--- config.mk ---
export PLATFORM = sky130hd
export DESIGN_NAME = bcd2bin_mod40
export DESIGN_NICKNAME = d
export VERILOG_FILES = /design/src/rtl/bcd_conv_pkg.sv /design/src/rtl/bcd_units_check.sv /design/src/rtl/bcd_tens_scale.sv /design/src/rtl/bcd_out_select.sv /design/src/rtl/bcd2bin_mod40.sv
export SDC_FILE = /design/constraint.sdc
export NUM_CORES = 1
export LEC_CHECK = 0
export ABC_AREA = 1
export BUFFER_PORTS_ARGS = -buffer_cell sky130_fd_sc_hd__buf_2
export CAP_MARGIN = 15
export CORE_AREA = 2 2 39 41
export DETAILED_ROUTE_END_ITERATION = 10
export DIE_AREA = 0 0 41 43
export PLACE_DENSITY = 0.43
export SYNTH_ARGS = -nofsm -noshare
export SYNTH_HDL_FRONTEND = slang
export SYNTH_HIERARCHICAL = 1
export SYNTH_SLANG_ARGS = --single-unit
export TNS_END_PERCENT = 50
--- constraint.sdc ---
create_clock -name vclk -period 2.67
set_input_delay 0.267 -clock vclk [all_inputs]
set_output_delay 0.267 -clock vclk [all_outputs]
set_load 0.01 [all_outputs]
--- src/rtl/bcd_conv_pkg.sv ---
package bcd_conv_pkg;

    localparam int TENS_W    = 2;
    localparam int UNITS_W   = 4;
    localparam int DIGIT_MAX = 9;
    localparam int RADIX     = DIGIT_MAX + 1;
    localparam int VAL_MAX   = RADIX * (2 ** TENS_W) - 1;
    localparam int BIN_W     = $clog2(VAL_MAX + 1);

    typedef enum logic [1:0] {
        MODE_OFF = 2'd0,
        MODE_BAD = 2'd1,
        MODE_OK  = 2'd2
    } conv_mode_t;

    typedef struct packed {
        logic [TENS_W-1:0]  tens;
        logic [UNITS_W-1:0] units;
    } digit_pair_t;

    typedef struct packed {
        logic [BIN_W-1:0] value;
        logic             flag;
    } conv_out_t;

    function automatic logic units_legal(input logic [UNITS_W-1:0] u);
        return u <= UNITS_W'(DIGIT_MAX);
    endfunction

endpackage

--- src/rtl/bcd_units_check.sv ---
module bcd_units_check
    import bcd_conv_pkg::*;
(
    input  logic [UNITS_W-1:0] units_i,
    output logic               legal_o
);
    always_comb begin
        legal_o = units_legal(units_i);
    end
endmodule

--- src/rtl/bcd_tens_scale.sv ---
module bcd_tens_scale
    import bcd_conv_pkg::*;
(
    input  logic [TENS_W-1:0] tens_i,
    output logic [BIN_W-1:0]  scaled_o
);
    logic [BIN_W-1:0] part [TENS_W];

    for (genvar g = 0; g < TENS_W; g++) begin : g_weight
        localparam logic [BIN_W-1:0] WEIGHT = BIN_W'(RADIX << g);
        assign part[g] = tens_i[g] ? WEIGHT : '0;
    end

    always_comb begin
        scaled_o = '0;
        for (int i = 0; i < TENS_W; i++) begin
            scaled_o = scaled_o + part[i];
        end
    end
endmodule

--- src/rtl/bcd_out_select.sv ---
module bcd_out_select
    import bcd_conv_pkg::*;
(
    input  logic                en_n_i,
    input  logic                legal_i,
    input  logic [BIN_W-1:0]    scaled_i,
    input  logic [UNITS_W-1:0]  units_i,
    output conv_out_t           out_o
);
    conv_mode_t       mode;
    logic [BIN_W-1:0] sum;

    always_comb begin
        sum = scaled_i + BIN_W'(units_i);
    end

    always_comb begin
        if (en_n_i)        mode = MODE_OFF;
        else if (!legal_i) mode = MODE_BAD;
        else               mode = MODE_OK;
    end

    always_comb begin
        unique case (mode)
            MODE_OK:  out_o = '{value: sum, flag: 1'b0};
            MODE_BAD: out_o = '{value: '1,  flag: 1'b1};
            default:  out_o = '{value: '1,  flag: 1'b0};
        endcase
    end
endmodule

--- src/rtl/bcd2bin_mod40.sv ---
module bcd2bin_mod40
    import bcd_conv_pkg::*;
(
    input  logic [1:0] tens_i,
    input  logic [3:0] units_i,
    input  logic       en_n_i,
    output logic [5:0] bin_o,
    output logic       err_o
);
    digit_pair_t      digits;
    logic             legal;
    logic [BIN_W-1:0] scaled;
    conv_out_t        result;

    assign digits = '{tens: tens_i, units: units_i};

    bcd_units_check u_check (
        .units_i (digits.units),
        .legal_o (legal)
    );

    bcd_tens_scale u_scale (
        .tens_i   (digits.tens),
        .scaled_o (scaled)
    );

    bcd_out_select u_sel (
        .en_n_i   (en_n_i),
        .legal_i  (legal),
        .scaled_i (scaled),
        .units_i  (digits.units),
        .out_o    (result)
    );

    assign bin_o = result.value;
    assign err_o = result.flag;
endmodule

Word level (Yosys, flattened, before mapping)
Cells that the tools add are included.

word-level totals
  output and inout port bits = 7
  register bits after elaboration = 0
  input bits = 7
  word-level logic and storage cells = 10

operators by class
  add/sub/neg operators = 2
  equality and inequality tests = 2
  $lt $le $gt $ge = 1
  muxes and demuxes = 5

operators with widths
  cell                                                              number
  7-bit case mux with 2 select lines                                1
  6-bit by 4-bit adder with 6-bit output                            1
  6-bit adder                                                       1
  5-bit 2-to-1 mux                                                  1
  4-bit <= comparator (second input constant)                       1
  2-bit 2-to-1 mux                                                  2
  4-bit 2-to-1 mux                                                  1
  2-bit by 1-bit == test with 1-bit output (second input constant)  1
  2-bit == test (second input constant)                             1

Logic depth before layout (Yosys ltp)
  depth after elaboration = 5
  gate-level depth with buffers = 8
  gate-level depth less buffers = 7

Cells and area by module
Netlist, hierarchy kept.

by module, submodules not included
  module           sequential area each (sq um)  area each (sq um)  cells an instance  instances
  bcd_out_select   0.0                           224.0              39                 1
  bcd_tens_scale   0.0                           48.8               7                  1
  bcd_units_check  0.0                           5.0                1                  1

Worst setup path after synthesis
OpenSTA, ideal clock, no wires.

  path kind = input to output
  start point = input port tens_i[0]
  end point = output port bin_o[4]
  stages on the path = 5
  path slack = 1252 ps
  required time = 2403 ps
  arrival = 1151 ps
  cells stage by stage = buf_4 > fa_1 > nand3_1 > a21oi_1 > nand3b_1

on the way
  longest elaborated chain between the ends = 4

RTL lines
  what                                    line                  source
  start: declaration                      bcd2bin_mod40.sv:4    input logic [1:0] tens_i,
  4-bit 2-to-1 mux                        bcd_tens_scale.sv:11  assign part[g] = tens_i[g] ? WEIGHT : '0;
  6-bit adder                             bcd_tens_scale.sv:17  scaled_o = scaled_o + part[i];
  6-bit by 4-bit adder with 6-bit output  bcd_out_select.sv:14  sum = scaled_i + BIN_W'(units_i);
  7-bit case mux with 2 select lines      bcd_out_select.sv:24  unique case (mode)
  end: declaration                        bcd2bin_mod40.sv:7    output logic [5:0] bin_o,

Every way passes these cells.

Worst setup path in the final report
  start point = input port tens_i[1]
  end point = output port bin_o[3]

on the way
  longest elaborated chain between the ends = 4

RTL lines
  what                                    line
  5-bit 2-to-1 mux                        bcd_tens_scale.sv:11
  6-bit adder                             bcd_tens_scale.sv:17
  6-bit by 4-bit adder with 6-bit output  bcd_out_select.sv:14
  7-bit case mux with 2 select lines      bcd_out_select.sv:24

Every way passes these cells.

==> flow_summary.json <==
{
  "via_per_inst": 4.01,
  "syn_inst": 47,
  "period_share_pct": 60.2,
  "switching_power_uw": 32.4,
  "netlist_area_um2": 278,
  "start_util_pct": 20.1,
  "cp-startpoint": "tens_i[1]",
  "syn_avg_cell_area_um2": 5.91,
  "postCtsSetupBuffers": 0,
  "rsz0062_at_grt": "false",
  "power.clock.fraction_pct": 0,
  "via_count": 289,
  "antenna_found_initial": 0,
  "diodes": 0,
  "numPortBuffers": 14,
  "grt_max_degree": 7,
  "final_common_cell": "buf_2",
  "p_sw_share_pct": 56.2,
  "grtUsageTotal_pct": 6.51,
  "worstPathArrival_ps": 1340,
  "cpMaxStageDelayCell": "ha_1",
  "seqPwrFrac_pct": 0,
  "fin_area_um2": 327,
  "drtPass1Iterations": 5,
  "required_ps": 2400,
  "outcome": "completed",
  "area_growth_pct": 17.6,
  "worstHoldStart": "en_n_i",
  "yosys_warnings": 6,
  "hold_buffers": 0,
  "fin_tns_setup_ps": 0,
  "hold_path_class": "primary input to primary output",
  "placed_cells": 72,
  "fillCellCount": 168,
  "yosys-top-cells-area": "ha_1 18%, buf_4 16%, nand2_1 15%",
  "slowest_delay_ps": 350,
  "clkbuf_count": 0,
  "powerDensity_mw_per_mm2": 177,
  "p_comb_share_pct": 100.0,
  "intPower_uw": 25.3,
  "mostFrequentLayoutCells": "14 x buf_2, 11 x nand2_1, 7 x inv_1, 6 x nand3_1, 4 x ha_1",
  "ir_worst_vdd_v": 0.0000471,
  "dieArea_mm2": 0.00176,
  "synth_largest_area_cell": "ha_1",
  "max_cap_violations": 0,
  "remaining_drc_errors": 0,
  "gp_congestion": 0.684,
  "worstSetupStartpointType": "primary input",
  "report.final.slew_viol_count": 0,
  "yosys.area.top_type_share_pct": 18.0,
  "dpl_cell_area_um2": 327,
  "drt_iter0_markers": 6,
  "fin_cells": 72,
  "overflow": 0,
  "synth_cell_type_count": 13,
  "grt_pass1_wl_um": 848,
  "endpoint_kind": "primary output",
  "wl_per_cell_um": 8.22,
  "seq_area_um2": 0,
  "drive_above_1_share_pct": 25.0,
  "rows": 14,
  "crit_chain": "buf_2, ha_1, nand2_1, nand2_1, inv_1, a21oi_1, nand3b_1, buf_2",
  "grt_pass1_vias": 208,
  "cts_resized": 0,
  "hpwl_um": 519,
  "holdWs_ps": 775,
  "die_h_um": 43,
  "ys_seq_area_share_pct": 0,
  "setup_viol": 0,
  "p_leak_nw": 0.177,
  "cp_max_fo": 5,
  "seq_cells": 0,
  "die_w_um": 41,
  "num_io_pins": 14,
  "detail-route-antenna-nets": 0,
  "coreArea_mm2": 0.00138,
  "clock.fmax_mhz": 622,
  "hold_violations": 0,
  "final_nets": 70,
  "critPathKind": "primary input to primary output",
  "wl_um": 592,
  "fin_crit_ps": 1610
}
[routing by layer]
metal | GRT usage, % | vias up | part of all wire [%]
met1 | 9.87 | 113 | 48
met3 | 0 | 0 | 9.8
li1 | - | 163 | -
met5 | 0 | - | 0
met2 | 10.6 | 13 | 42
met4 | 0 | 0 | 0
[stage by stage]
step                worst slack [ps]  util [%]  total power [mW]
floorplan                       1250         -            0.0447
finish                          1060      23.6            0.0577
detailed placement              1050      23.6            0.0581
global placement                1060      23.6            0.0579
global route                     975      23.6            0.0670
CTS                             1050      23.6            0.0585
[synthesized netlist by cell type]
library cell and instances:
nand2_1 11, inv_1 7, buf_4 6, nand3_1 6
ha_1 4, a21oi_1 3, nor2_1 3, nand3b_1 2
conb_1 1, fa_1 1, nand4_1 1, o21ai_1 1
xnor2_1 1
[worst max-delay path, delay by kind of cell]
| kind | cells | cell delay [ps] |
|---|---|---|
| buffers and inverters | 3 | 350 |
| adders and majority gates | 1 | 350 |
| and+or+nand+nor | 3 | 310 |
| AOI/OAI and AO/OA | 1 | 50 |
[cell families (layout without fill, tap and decap cells)]
logic type,after synthesis,in the layout,synth area share (%)
xor+xnor,1,1,3.15
compound gates,4,4,7.20
buf+inv,13,21,25.7
other cells,1,2,1.35
simple gates,23,23,37.4
fa+ha+maj,5,5,25.2
[power by group through the flow]
stage	registers [mW]	logic (mW)	clock network, mW
final	0	0.0577	0
after global placement	0	0.0579	0
after CTS	0	0.0585	0
after detailed placement	0	0.0581	0
after floorplan	0	0.0447	0
after global routing	0	0.0670	0
[final cells by class]
cell class / instances / area [µm²] / share of cell area [%]
inverters: 7 / 26.3 / 8.05
multi-input cells: 35 / 210 / 64.4
well taps: 16 / 20.0 / 6.13
repair buffers: 14 / 70.1 / 21.5
[final timing paths]
kind | cells after the start | slack (ps) | end
worst max-delay path | 8 | 1060 | bin_o[3]
worst min-delay path | 3 | 780 | err_o
(Power assumes the default switching activity.)
